## src/rtl/ind_ptr_pkg.sv

```systemverilog
package ind_ptr_pkg;

    typedef enum logic [2:0] {
        MODE_IDLE    = 3'd0,
        MODE_PLAIN   = 3'd1,
        MODE_POSTINC = 3'd2,
        MODE_POSTDEC = 3'd3,
        MODE_PREINC  = 3'd4
    } acc_mode_e;

endpackage

```

## src/rtl/ind_ptr_slot.sv

```systemverilog
module ind_ptr_slot #(
    parameter int PTR_W  = 12,
    parameter int BYTE_W = 8,
    localparam int HI_W  = PTR_W - BYTE_W
) (
    input  logic              clk,
    input  logic              rst_n,
    input  logic              commit_en,
    input  logic [PTR_W-1:0]  commit_val,
    input  logic              wr_lo,
    input  logic              wr_hi,
    input  logic [BYTE_W-1:0] byte_lo,
    input  logic [HI_W-1:0]   byte_hi,
    input  logic              step_up,
    input  logic              step_dn,
    output logic [PTR_W-1:0]  ptr_q
);

    logic [PTR_W-1:0] ptr_d;

    // Priority: load commit, then byte writes, then mode step.
    always_comb begin
        ptr_d = ptr_q;
        if (commit_en) begin
            ptr_d = commit_val;
        end else if (wr_lo || wr_hi) begin
            if (wr_lo) ptr_d[BYTE_W-1:0]     = byte_lo;
            if (wr_hi) ptr_d[PTR_W-1:BYTE_W] = byte_hi;
        end else if (step_up) begin
            ptr_d = ptr_q + PTR_W'(1);
        end else if (step_dn) begin
            ptr_d = ptr_q - PTR_W'(1);
        end
    end

    always_ff @(posedge clk or negedge rst_n) begin
        if (!rst_n) ptr_q <= '0;
        else        ptr_q <= ptr_d;
    end

    a_r4_step_up_wraps: assert property (@(posedge clk) disable iff (!rst_n)
        (step_up && !commit_en && !wr_lo && !wr_hi) |=> ptr_q == PTR_W'($past(ptr_q) + PTR_W'(1)));

    a_r5_step_dn_wraps: assert property (@(posedge clk) disable iff (!rst_n)
        (step_dn && !step_up && !commit_en && !wr_lo && !wr_hi) |=> ptr_q == PTR_W'($past(ptr_q) - PTR_W'(1)));

    a_r10_commit_wins: assert property (@(posedge clk) disable iff (!rst_n)
        commit_en |=> ptr_q == $past(commit_val));

    a_r11_idle_holds: assert property (@(posedge clk) disable iff (!rst_n)
        (!commit_en && !wr_lo && !wr_hi && !step_up && !step_dn) |=> $stable(ptr_q));

    a_r7_lo_keeps_hi: assert property (@(posedge clk) disable iff (!rst_n)
        (wr_lo && !wr_hi && !commit_en) |=> ptr_q[PTR_W-1:BYTE_W] == $past(ptr_q[PTR_W-1:BYTE_W]));

endmodule

```

## src/rtl/ind_ptr_load_stage.sv

```systemverilog
module ind_ptr_load_stage #(
    parameter int NUM_PTR = 3,
    parameter int PTR_W   = 12,
    localparam int SEL_W  = $clog2(NUM_PTR + 1)
) (
    input  logic               clk,
    input  logic               rst_n,
    input  logic               strobe,
    input  logic [SEL_W-1:0]   sel,
    input  logic [PTR_W-1:0]   value,
    output logic               busy,
    output logic [NUM_PTR-1:0] commit_en,
    output logic [PTR_W-1:0]   commit_val
);

    typedef struct packed {
        logic             busy;
        logic [SEL_W-1:0] tgt;
        logic [PTR_W-1:0] val;
    } stage_t;

    stage_t st_d, st_q;
    logic   sel_ok;

    assign sel_ok = (sel < SEL_W'(NUM_PTR));

    always_comb begin
        st_d = st_q;
        if (st_q.busy) begin
            st_d.busy = 1'b0;
        end else if (strobe && sel_ok) begin
            st_d.busy = 1'b1;
            st_d.tgt  = sel;
            st_d.val  = value;
        end
    end

    always_ff @(posedge clk or negedge rst_n) begin
        if (!rst_n) st_q <= '0;
        else        st_q <= st_d;
    end

    for (genvar k = 0; k < NUM_PTR; k++) begin : g_commit
        assign commit_en[k] = st_q.busy && (st_q.tgt == SEL_W'(k));
    end

    assign busy       = st_q.busy;
    assign commit_val = st_q.val;

    a_r2_busy_single: assert property (@(posedge clk) disable iff (!rst_n)
        busy |=> !busy);

    a_r2_strobe_arms: assert property (@(posedge clk) disable iff (!rst_n)
        (strobe && sel_ok && !busy) |=> (busy && commit_val == $past(value)));

    a_r2_commit_onehot: assert property (@(posedge clk) disable iff (!rst_n)
        $onehot0(commit_en));

endmodule

```

## src/rtl/ind_ptr_addr_gen.sv

```systemverilog
module ind_ptr_addr_gen
    import ind_ptr_pkg::*;
#(
    parameter int PTR_W = 12
) (
    input  logic [PTR_W-1:0] ptr_cur,
    input  logic [2:0]       mode,
    input  logic             sel_ok,
    output logic [PTR_W-1:0] ram_addr,
    output logic             ram_en,
    output logic             step_up,
    output logic             step_dn
);

    always_comb begin
        ram_addr = ptr_cur;
        ram_en   = 1'b0;
        step_up  = 1'b0;
        step_dn  = 1'b0;
        if (sel_ok) begin
            case (mode)
                MODE_PLAIN: begin
                    ram_en = 1'b1;
                end
                MODE_POSTINC: begin
                    ram_en  = 1'b1;
                    step_up = 1'b1;
                end
                MODE_POSTDEC: begin
                    ram_en  = 1'b1;
                    step_dn = 1'b1;
                end
                MODE_PREINC: begin
                    ram_en   = 1'b1;
                    step_up  = 1'b1;
                    ram_addr = ptr_cur + PTR_W'(1);
                end
                default: begin
                    ram_en = 1'b0;
                end
            endcase
        end
    end

endmodule

```

## src/rtl/ind_ptr_unit.sv

```systemverilog
module ind_ptr_unit
    import ind_ptr_pkg::*;
#(
    parameter int NUM_PTR = 3,
    parameter int PTR_W   = 12,
    parameter int BYTE_W  = 8,
    localparam int SEL_W  = $clog2(NUM_PTR + 1),
    localparam int HI_W   = PTR_W - BYTE_W
) (
    input  logic              clk,
    input  logic              rst_n,
    input  logic [SEL_W-1:0]  ptr_sel,
    input  logic [2:0]        acc_mode,
    input  logic              wr_lo,
    input  logic              wr_hi,
    input  logic [BYTE_W-1:0] wr_byte,
    input  logic              ld_strobe,
    input  logic [PTR_W-1:0]  ld_value,
    output logic [PTR_W-1:0]  ram_addr,
    output logic              ram_en,
    output logic [BYTE_W-1:0] rd_lo,
    output logic [BYTE_W-1:0] rd_hi,
    output logic              ld_busy
);

    logic [PTR_W-1:0]   ptr_q [NUM_PTR];
    logic [PTR_W-1:0]   ptr_cur;
    logic               sel_ok;
    logic               step_up, step_dn;
    logic [NUM_PTR-1:0] commit_en;
    logic [PTR_W-1:0]   commit_val;

    assign sel_ok = (ptr_sel < SEL_W'(NUM_PTR));

    always_comb begin
        ptr_cur = '0;
        for (int k = 0; k < NUM_PTR; k++) begin
            if (ptr_sel == SEL_W'(k)) ptr_cur = ptr_q[k];
        end
    end

    ind_ptr_load_stage #(.NUM_PTR(NUM_PTR), .PTR_W(PTR_W)) u_load (
        .clk        (clk),
        .rst_n      (rst_n),
        .strobe     (ld_strobe),
        .sel        (ptr_sel),
        .value      (ld_value),
        .busy       (ld_busy),
        .commit_en  (commit_en),
        .commit_val (commit_val)
    );

    ind_ptr_addr_gen #(.PTR_W(PTR_W)) u_addr (
        .ptr_cur  (ptr_cur),
        .mode     (acc_mode),
        .sel_ok   (sel_ok),
        .ram_addr (ram_addr),
        .ram_en   (ram_en),
        .step_up  (step_up),
        .step_dn  (step_dn)
    );

    for (genvar k = 0; k < NUM_PTR; k++) begin : g_slot
        logic hit;
        assign hit = sel_ok && (ptr_sel == SEL_W'(k));

        ind_ptr_slot #(.PTR_W(PTR_W), .BYTE_W(BYTE_W)) u_slot (
            .clk        (clk),
            .rst_n      (rst_n),
            .commit_en  (commit_en[k]),
            .commit_val (commit_val),
            .wr_lo      (wr_lo && hit),
            .wr_hi      (wr_hi && hit),
            .byte_lo    (wr_byte),
            .byte_hi    (wr_byte[HI_W-1:0]),
            .step_up    (step_up && hit),
            .step_dn    (step_dn && hit),
            .ptr_q      (ptr_q[k])
        );
    end

    assign rd_lo = ptr_cur[BYTE_W-1:0];
    assign rd_hi = {{(BYTE_W-HI_W){1'b0}}, ptr_cur[PTR_W-1:BYTE_W]};

    a_r9_no_access_unselected: assert property (@(posedge clk) disable iff (!rst_n)
        !sel_ok |-> (!ram_en && rd_lo == '0 && rd_hi == '0));

    a_r3_plain_addr: assert property (@(posedge clk) disable iff (!rst_n)
        (ram_en && acc_mode == MODE_PLAIN) |-> ram_addr == {rd_hi[HI_W-1:0], rd_lo});

    a_r6_preinc_addr: assert property (@(posedge clk) disable iff (!rst_n)
        (ram_en && acc_mode == MODE_PREINC && !wr_lo && !wr_hi && !(|commit_en))
        |=> {rd_hi[HI_W-1:0], rd_lo} == $past(ram_addr) || $past(ptr_sel) != ptr_sel);

    a_r12_unused_mode_idle: assert property (@(posedge clk) disable iff (!rst_n)
        (acc_mode == MODE_IDLE || acc_mode > MODE_PREINC) |-> !ram_en);

endmodule

```

## config.mk

```make
export PLATFORM = sky130hd
export DESIGN_NAME = ind_ptr_unit
export DESIGN_NICKNAME = d
export VERILOG_FILES = /design/src/rtl/ind_ptr_pkg.sv /design/src/rtl/ind_ptr_slot.sv /design/src/rtl/ind_ptr_load_stage.sv /design/src/rtl/ind_ptr_addr_gen.sv /design/src/rtl/ind_ptr_unit.sv
export SDC_FILE = /design/constraint.sdc
export NUM_CORES = 1
export LEC_CHECK = 0
export ABC_AREA = 1
export BUFFER_PORTS_ARGS = -buffer_cell sky130_fd_sc_hd__clkbuf_2
export CAP_MARGIN = 20
export CELL_PAD_IN_SITES_DETAIL_PLACEMENT = 0
export CELL_PAD_IN_SITES_GLOBAL_PLACEMENT = 1
export CORE_ASPECT_RATIO = 1.75
export CORE_UTILIZATION = 43
export CTS_CLUSTER_DIAMETER = 150
export DETAILED_ROUTE_END_ITERATION = 10
export PLACE_DENSITY_LB_ADDON = 0.1
export SYNTH_ARGS = -nofsm -noshare
export SYNTH_HDL_FRONTEND = slang
export SYNTH_HIERARCHICAL = 1
export SYNTH_SLANG_ARGS = --single-unit
```

## constraint.sdc

```tcl
create_clock -name clk -period 2.3 [get_ports clk]
set_input_delay 0.345 -clock clk [delete_from_list [all_inputs] [get_ports clk]]
set_output_delay 0.345 -clock clk [all_outputs]
set_load 0.05 [all_outputs]
```

==> flow_summary.toml, run 1 <==
[clocking]
clockRootBuffer = "clkbuf_16"
clock-sinks = 51
htree_levels = 2
clk_path_buf_depth = 2
worstSkewPairLatency_ps = 300
ctsHoldBuffers = 0
cts_tree = "done"
cts_setup_buffers = 0
clk_pin_slew_ps = 70
cts_buffers = 5

[synth]
synth_top_family_by_area = "simple AND/OR/NAND/NOR gates"
yosys-mux-area-fraction_pct = 0
syn-mean-instance-area_um2 = 6.33
synth.area.top_cells = "dfrtp_1, nand2_1, nand3_1"
synth_warnings = 6
yosysTopAreaCell = "dfrtp_1"
synth_compound_area_share_pct = 8.40
synthAdderAreaFrac_pct = 7.64
syn_inst = 927
synthSimpleGateAreaFrac_pct = 47.1
synth-seq-cells = 51
syn-cell-area_mm2 = 0.00587
synth-xor-area-share_pct = 2.24
ys_seq_area_share_pct = 21.8
synth.distinct_cells = 39
synth_top_cell_area_share_pct = 21.8

[finish]
layout_commonest_cell = "nand2_1"
multi_input_comb_area_mm2 = 0.00416
antennaDiodeCount = 0
layout_common_cells = "nand2_1, nor2_1, inv_1"
final_area_mm2 = 0.00723
syn2layout_area_growth_pct = 23.3
fillers = 1375
seq_area_mm2 = 0.00128
layout.nets = 1099
drive_above_1_share_pct = 24.9

[worst_setup_path]
worstPathArrival_ps = 1930
crit_chain = "buf_2 > buf_4 > inv_4 > buf_4 > buf_4 > nand3_1 > nand3_2 > nand2_1 > nor2_1 > nand4_1 > nand2_1 > buf_4"
crit_required_ps = 1960
crit_type = "in -> out"
worstSetupEndpointType = "primary output"
cp.buffers_inverters = 6
cpMostUsedCell = "buf_4"
slowest_stage = "buf_4"
crit_path_start_kind = "input port"
path_max_fanout = 5
critPathMaxStageDelay_ps = 210
cp_top_family = "buffers and inverters"

[timing]
min_period_over_period_pct = 98.7
setup_viol = 0
max_freq_mhz = 440
slew_viol_final = 0
tightest_slew_ps = 696
whs_ps = 168
skew_ps = 6.65
finalHoldViolations = 0
min_period_ps = 2270
slew_headroom_pct = 53.6
rsz0062_at_grt = "true"
setup_ws_ps = 29.3

[floorplan]
die-area_mm2 = 0.0141
fp.dieW_um = 90.3
start_util_pct = 43.8
rows = 56
pin_count = 60
die_h_um = 157
core_mm2 = 0.0134

[placement]
pre_cts_ws_ps = -161
portBuffers = 55
hpwlAfterDp_mm = 16.8
gp_congestion = 0.968
placed_area_mm2 = 0.00697

[run_status]
outcome = "complete, no violations"

[power]
power_switching_uw = 4510
switching_share_pct = 51.7
vdd_drop_max_mv = 0.574
p_seq_share_pct = 21.2
pwr-share-comb_pct = 68.7
p_leak_uw = 0.00386
p_int_uw = 4210
power_frac_clock_pct = 10.1
powerDensity_mw_per_mm2 = 1200

[routing]
vias_per_cell = 5.33
drc = 0
drtIter0Drc = 340
totalWireLength_mm = 20.6
dr_total_vias = 6448
drt.antenna.violating_nets = 0
dr.pass1.iters = 5
wl_per_cell_um = 17.1

[min_path]
hold_path_class = "in -> async"

[grt]
grt_overflow = 0
grt_pass1_vias = 6282
grt_pass1_wl_mm = 32.2
grt_max_degree = 52
grt.total_usage_pct = 29.6
antenna_found_initial = 0

[flow_run]
cap_violations = 0
-- synth_stat cells, drive strengths merged --
library cell	n
o211ai	7
nor2	112
nor3b	1
nand3b	9
fa	3
xor2	12
dfrtp	51
nor3	2
buf	38
clkinv	2
o21ai	17
nand3	107
ha	31
nand4	29
conb	1
a211oi	6
xnor2	3
o31ai	1
or2	4
a31oi	1
clkbuf	2
a21oi	51
inv	103
nand2	334
-- layer usage --
layer | GRT usage [%] | vias to the layer above | routed length (um)
met5 | 0 | - | 0
met4 | 18.0 | 0 | 1290
met3 | 3.01 | 66 | 774
met2 | 57.8 | 182 | 11000
met1 | 29.9 | 3029 | 7540
li1 | - | 3171 | -
-- metrics by stage --
| step | TNS, ps | total power, uW | instances | util, % |
|---|---|---|---|---|
| 6_report | 0 | 8710 | 1210 | 54.1 |
| 5_1_grt | -27.9 | 9490 | 1210 | 54.1 |
| 4_1_cts | 0 | 8670 | 1210 | 53.7 |
| 3_5_place_dp | -2840 | 7720 | 1202 | 52.1 |
| 3_3_place_gp | -1860 | 7640 | 1202 | 52.1 |
| 2_1_floorplan | -21.2 | 5870 | 930 | - |
-- cells by family after synthesis --
| logic type | count (synthesis) |
|---|---|
| and+or+nand+nor | 598 |
| buffers and inverters | 145 |
| AOI/OAI and AO/OA | 83 |
| DFF | 51 |
| adders and majority gates | 34 |
| xor gates and xnor gates | 15 |
| other | 1 |
-- timing repair --
action,in CTS,in global routing
pin swaps,0,5
setup endpoints to repair,7,10
resized for setup,13,19
-- path summary, 6_finish.rpt --
path	startpoint	endpoint	slack, ps	cells after the start
worst min-delay path	rst_n	g_slot[0].u_slot/ptr_q[10]$_DFFE_PN0P_	170	2
worst max-delay path	ptr_sel[1]	ram_addr[9]	30	12
max in group asynchronous	rst_n	g_slot[2].u_slot/ptr_q[1]$_DFFE_PN0P_	1620	2
worst max register to register	g_slot[1].u_slot/ptr_q[0]$_DFFE_PN0P_	g_slot[1].u_slot/ptr_q[6]$_DFFE_PN0P_	490	11
min in group clk	ld_value[11]	u_load/commit_val[11]$_DFFE_PN0P_	280	3
worst min register to register	u_load/st_q[12]$_DFFE_PN0P_	u_load/st_q[12]$_DFFE_PN0P_	540	2
-- sequential cells by signal, summed over array words and instances, names as in the netlist --
register,flops
u_load/commit_val,12
g_slot.u_slot/ptr_q,36
u_load/busy,1
u_load/st_q,2
-- power by group through the flow --
stage,sequential [uW],clock [uW],combinational (uW)
floorplan,1580,0,4290
global placement,1830,0,5810
detailed placement,1830,0,5890
CTS,1820,892,5960
global route,1870,921,6700
finish,1850,883,5990
-- final cells by class --
cell class                      count  area share, %
Tap cell                          174           3.01
Multi-Input combinational cell    734           57.6
Sequential cell                    51           17.7
Timing Repair Buffer              138           13.6
Inverter                          105           5.81
Clock buffer                        6           1.78
Clock inverter                      2          0.536
Power figures use the tool's default switching activity.
==> inputs of run 2 (changes only) <==
--- a/config.mk
+++ b/config.mk
@@ -6,12 +6,12 @@
 export NUM_CORES = 1
 export LEC_CHECK = 0
 export ABC_AREA = 1
-export BUFFER_PORTS_ARGS = -buffer_cell sky130_fd_sc_hd__clkbuf_2
+export BUFFER_PORTS_ARGS = -buffer_cell sky130_fd_sc_hd__buf_2
 export CAP_MARGIN = 20
 export CELL_PAD_IN_SITES_DETAIL_PLACEMENT = 0
 export CELL_PAD_IN_SITES_GLOBAL_PLACEMENT = 1
 export CORE_ASPECT_RATIO = 1.75
-export CORE_UTILIZATION = 43
+export CORE_UTILIZATION = 39
 export CTS_CLUSTER_DIAMETER = 150
 export DETAILED_ROUTE_END_ITERATION = 10
 export PLACE_DENSITY_LB_ADDON = 0.1
==> constraint.sdc (replaced) <==
create_clock -name clk -period 1.9 [get_ports clk]
set_input_delay 0.285 -clock clk [delete_from_list [all_inputs] [get_ports clk]]
set_output_delay 0.285 -clock clk [all_outputs]
set_load 0.05 [all_outputs]
==> run 2 against run 1 <==
The run now ends with negative setup slack left. Core utilization is 7.0 points higher. Critical path depth decreased by 3. Global-route usage grew 0.33 points. Routed wire length grew 10%. Sequential share of layout area decreased by 3.5 points. Non-clock buffer count up 63. Register-to-register slack lost 450 ps. Worst setup slack got worse by 210 ps. Critical endpoint is now ram_addr[4].
==> flow_summary.toml, run 2 (synthesis results as in run 1) <==
[run_status]
outcome = "finished, violations left"
violations = "negative setup slack"

[routing]
totalWireLength_mm = 22.7
drtIter0Drc = 267
vias_per_cell = 5.21
drc = 0
drt.antenna.violating_nets = 0
wl_per_cell_um = 17.7
dr_total_vias = 6701
dr.pass1.iters = 5

[timing]
rsz0062_at_grt = "true"
slew_viol_final = 0
fin_tns_setup_ps = -1510
setup_viol = 23
tightest_slew_ps = 577
min_period_ps = 2080
min_period_over_period_pct = 110
finalHoldViolations = 0
skew_ps = 13.3
setup_ws_ps = -184
max_freq_mhz = 480
slew_headroom_pct = 61.5

[floorplan]
die-area_mm2 = 0.0156
core_mm2 = 0.0148
fp.dieW_um = 94.7
rows = 59
pin_count = 60
die_h_um = 164
start_util_pct = 39.7

[placement]
placed_area_mm2 = 0.00761
pre_cts_ws_ps = -491
dp_cells = 1246
hpwlAfterDp_mm = 17.9
portBuffers = 55
gp_congestion = 0.925

[worst_setup_path]
path_max_fanout = 3
slowest_stage = "dfrtp_1"
worstSetupEndpointType = "primary output"
worstPathArrival_ps = 1800
crit_type = "reg -> out"
crit_chain = "nand3_2 > nand3_4 > ha_4 > nand2_4 > inv_2 > nand2_2 > nor2_4 > xor2_4 > buf_6"
crit_required_ps = 1620
crit_path_start_kind = "flip-flop"
critPathMaxStageDelay_ps = 410
reg2reg_slack_ps = 40

[grt]
antenna_found_initial = 0
grt_overflow = 0
grt.total_usage_pct = 30.0
grt_pass1_wl_mm = 34.8
grt_max_degree = 23
grt_pass1_vias = 6665

[finish]
layout.nets = 1165
layout_common_cells = "nand2_1, buf_4, nor2_1"
drive_above_1_share_pct = 45.5
syn2layout_area_growth_pct = 53.6
final_area_mm2 = 0.00901
largest_reg_flops = 36
largest-register = "g_slot.u_slot/ptr_q"
seq_area_mm2 = 0.00128
multi_input_comb_area_mm2 = 0.00521
instances_no_fill = 1285
layout_commonest_cell = "nand2_1"
antennaDiodeCount = 0
fillers = 1401

[clocking]
worstSkewPairLatency_ps = 300
clk_path_buf_depth = 2
clk_pin_slew_ps = 80
cts_tree = "done"
clockRootBuffer = "clkbuf_16"
htree_levels = 2
cts_buffers = 5
clock-sinks = 51

[power]
p_int_uw = 6520
power_frac_clock_pct = 8.1
pwr-share-comb_pct = 75.9
powerDensity_mw_per_mm2 = 1470
power_switching_uw = 6720
switching_share_pct = 50.8
p_leak_uw = 0.00447
vdd_drop_max_mv = 0.716
p_seq_share_pct = 16.1

[min_path]
hold_path_class = "in -> reg"

[flow_run]
cap_violations = 0
-- run 2: critical path, delay by kind of cell, from the launching register on --
kind                     cells  cell delay, ps
XOR/XNOR                     1             150
adder cells (fa/ha/maj)      1             160
buffers and inverters        2             250
flip-flops                   1             410
AND/OR/NAND/NOR              5             510
-- run 2: final cells by class --
class                           count  share of cell area [%]
Tap cell                          183                    2.54
Inverter                          105                    5.15
Multi-Input combinational cell    734                    57.9
Sequential cell                    51                    14.2
Timing Repair Buffer              201                    18.0
Clock buffer                        6                    1.43
Timing Repair inverter              3                   0.403
Clock inverter                      2                   0.431
-- run 2: through the flow --
step | hold WS (ps) | power (uW) | utilization [%]
6_report | 232 | 13200 | 61.0
5_1_grt | 239 | 14200 | 61.0
4_1_cts | 231 | 12100 | 56.7
3_5_place_dp | 308 | 10300 | 51.6
3_3_place_gp | 297 | 10100 | 51.6
2_1_floorplan | -10.6 | 7600 | -
-- run 2: power groups by stage --
stage / Sequential, uW / Combinational [uW] / Clock [uW]
floorplan: 1970 / 5630 / 0
global placement: 2080 / 8060 / 0
detailed placement: 2080 / 8190 / 0
CTS: 2110 / 8920 / 1090
global route: 2140 / 11000 / 1130
finish: 2130 / 10000 / 1070
-- run 2: path summary, 6_finish.rpt --
| check | start | end | cells after the start |
|---|---|---|---|
| hold reg to reg | g_slot[1].u_slot/ptr_q[11]$_DFFE_PN0P_ | g_slot[1].u_slot/ptr_q[11]$_DFFE_PN0P_ | 2 |
| setup / recovery | g_slot[1].u_slot/ptr_q[1]$_DFFE_PN0P_ | ram_addr[4] | 9 |
| min in group asynchronous | rst_n | g_slot[2].u_slot/ptr_q[9]$_DFFE_PN0P_ | 2 |
| setup reg to reg | g_slot[2].u_slot/ptr_q[1]$_DFFE_PN0P_ | g_slot[2].u_slot/ptr_q[4]$_DFFE_PN0P_ | 10 |
| max in group asynchronous | rst_n | u_load/busy$_DFF_PN0_ | 3 |
| hold / removal | ld_value[6] | u_load/commit_val[6]$_DFFE_PN0P_ | 3 |
-- run 2: what timing repair did --
action	in CTS	in global routing
setup buffers	16	11
gates cloned	3	1
endpoints found under the setup margin	35	43
pin swaps	52	89
hold endpoints to repair	20	0
hold buffers	1	0
resized for setup	109	148
-- run 2: routing by layer --
metal  share of wire, %  GRT usage, %  vias to the layer above
li1                   -             -                     3314
met1                 36          30.8                     3171
met2                 56          57.8                      163
met3                3.2          3.06                       53
met4                5.3          15.4                        0
met5                  0             0                        -
==> inputs of run 3 (changes only) <==
--- a/config.mk
+++ b/config.mk
@@ -11,6 +11,7 @@
 export CELL_PAD_IN_SITES_DETAIL_PLACEMENT = 0
 export CELL_PAD_IN_SITES_GLOBAL_PLACEMENT = 1
 export CORE_ASPECT_RATIO = 1.75
+export CORE_MARGIN = 2
 export CORE_UTILIZATION = 39
 export CTS_CLUSTER_DIAMETER = 150
 export DETAILED_ROUTE_END_ITERATION = 10
==> run 3 against run 2 <==
Register-to-register slack gained 50 ps. Global-route usage shrank 2.2 points. Highest routed layer unchanged. First-iteration DRC count up 33%. Largest power group unchanged. Combinational power is 4% higher. Worst setup slack gained 9.6 ps. Maximum frequency grew 0.46%. Total power increased by 1.4%. Routed wire length increased by 0.60%. The run still ends with negative setup slack left.
==> flow_summary.toml, run 3 (synthesis results as in run 1) <==
[run_status]
outcome = "finished, violations left"
violations = "negative setup slack"

[finish]
antennaDiodeCount = 0
final_area_mm2 = 0.00926
largest-register = "g_slot.u_slot/ptr_q"
layout_common_cells = "nand2_1, buf_4, inv_1"
largest_reg_flops = 36
syn2layout_area_growth_pct = 57.8
layout_commonest_cell = "nand2_1"
layout.nets = 1176
drive_above_1_share_pct = 47.9
final_util_pct = 62.7

[routing]
drt.antenna.violating_nets = 0
wl_per_cell_um = 17.6
totalWireLength_mm = 22.9
drc = 0
dr.pass1.iters = 5
wl_met2_mm = 12.4
met1_length_mm = 8.27
dr_total_vias = 6739
top_layer_used = "met4"
dr_wl_met3_um = 586
drtIter0Drc = 354
vias_per_cell = 5.20

[floorplan]
start_util_pct = 39.7
pin_count = 60
die-area_mm2 = 0.0161
rows = 59
core_mm2 = 0.0148
die_h_um = 166
fp.dieW_um = 96.7

[worst_setup_path]
crit_chain = "buf_12 > nand2_8 > nand2_4 > a21oi_2 > inv_2 > buf_12 > nor2_4 > buf_12 > inv_12 > ha_4 > nand2_4 > buf_12 > nor2_4 > nand3_2 > nand3_2 > nand2_1 > nand3_1 > nand2_1 > nand2_1 > nand2_1"
startpoint = "ptr_sel[1]"
critPathMaxStageDelay_ps = 330
path_max_fanout = 6
slowest_stage = "ha_4"
worstPathArrival_ps = 2260
worstSetupEndpointType = "flip-flop"
r2r-start = "g_slot[1].u_slot/ptr_q[1]$_DFFE_PN0P_"
crit_type = "in -> reg"
crit_path_start_kind = "input port"
cp_top_family = "simple AND/OR/NAND/NOR gates"
cp.buffers_inverters = 6
crit_required_ps = 2090

[placement]
gp_congestion = 0.887
placed_area_mm2 = 0.00770
hpwlAfterDp_mm = 17.5
portBuffers = 55

[grt]
grt.total_usage_pct = 27.8
grt_max_degree = 34
grt_pass1_wl_mm = 35.6
antenna_found_initial = 0
grt_pass1_vias = 6787
grt_overflow = 0

[clocking]
htree_levels = 2
clock-sinks = 51
clk_path_buf_depth = 2
clk_pin_slew_ps = 70
cts_buffers = 5
clockRootBuffer = "clkbuf_16"
worstSkewPairLatency_ps = 300
cts_tree = "done"

[power]
p_total_uw = 13400
p_leak_uw = 0.00456
vdd_drop_max_mv = 0.778
powerDensity_mw_per_mm2 = 1450

[timing]
max_freq_mhz = 482
slew_viol_final = 0
rsz0062_at_grt = "true"
min_period_over_period_pct = 109
skew_ps = 9.92
setup_viol = 38
setup_ws_ps = -174
finalHoldViolations = 0
min_period_ps = 2070

[min_path]
worstHoldStart = "ld_value[7]"
hold_path_class = "in -> reg"

[flow_run]
cap_violations = 0
[run 3: layout make-up]
| class | instances | area [um2] |
|---|---|---|
| multi-input cells | 734 | 5330 |
| well taps | 183 | 229 |
| fillers | 1347 | 5510 |
| clock buffers | 6 | 129 |
| repair buffers | 212 | 1770 |
| inverters | 105 | 469 |
| clock inverters | 2 | 16.3 |
| flip-flops and latches | 51 | 1280 |
| repair inverters | 3 | 31.3 |
[run 3: metal layers]
layer | vias up | GRT usage (%)
met5 | - | 0
met4 | 0 | 17.8
met3 | 70 | 1.77
met2 | 152 | 51.9
met1 | 3186 | 29.7
li1 | 3331 | -
[run 3: path summary, 6_finish.rpt]
check	endpoint	slack, ps	cells after the start
max	g_slot[2].u_slot/ptr_q[9]$_DFFE_PN0P_	-170	20
min	u_load/commit_val[7]$_DFFE_PN0P_	240	3
max reg2reg	g_slot[1].u_slot/ptr_q[4]$_DFFE_PN0P_	90	9
min reg2reg	g_slot[1].u_slot/ptr_q[11]$_DFFE_PN0P_	540	2
max in group asynchronous	g_slot[0].u_slot/ptr_q[6]$_DFFE_PN0P_	830	3
min in group asynchronous	u_load/commit_val[10]$_DFFE_PN0P_	480	2
[run 3: per-stage QoR]
stage	cells	setup slack [ps]	hold WS, ps	setup TNS [ps]
3_3_place_gp	1256	-463	263	-15130
2_1_floorplan	930	-290	-10.6	-6500
3_5_place_dp	1256	-537	271	-16490
4_1_cts	1284	-189	231	-3120
6_report	1296	-174	235	-3620
5_1_grt	1296	-271	245	-7550
[run 3: worst register-to-register path, cell delays in order, from the launching register on]
cell and delay, ps:
dfrtp_1 440, buf_4 180, fa_2 390, nand2_4 100, nand3_4 90, nand2_4 100
xor2_2 150, nand2_1 80, o211ai_1 100, a21oi_2 80
[run 3: timing repair]
| action | CTS | global route |
|---|---|---|
| hold buffers | 1 | 0 |
| buffers inserted | 17 | 13 |
| pin swaps | 85 | 63 |
| setup endpoints to repair | 43 | 43 |
| hold endpoints to repair | 18 | 0 |
| cloned | 2 | 1 |
| resized for setup | 174 | 115 |
[run 3: power breakdown]
| group | leakage (uW) | switching, uW | internal [uW] | total (uW) |
|---|---|---|---|---|
| Sequential | 0.000611 | 562 | 1500 | 2060 |
| Combinational | 0.00388 | 5840 | 4590 | 10400 |
| Clock | 0.0000675 | 443 | 495 | 939 |
| Total | 0.00456 | 6840 | 6590 | 13400 |
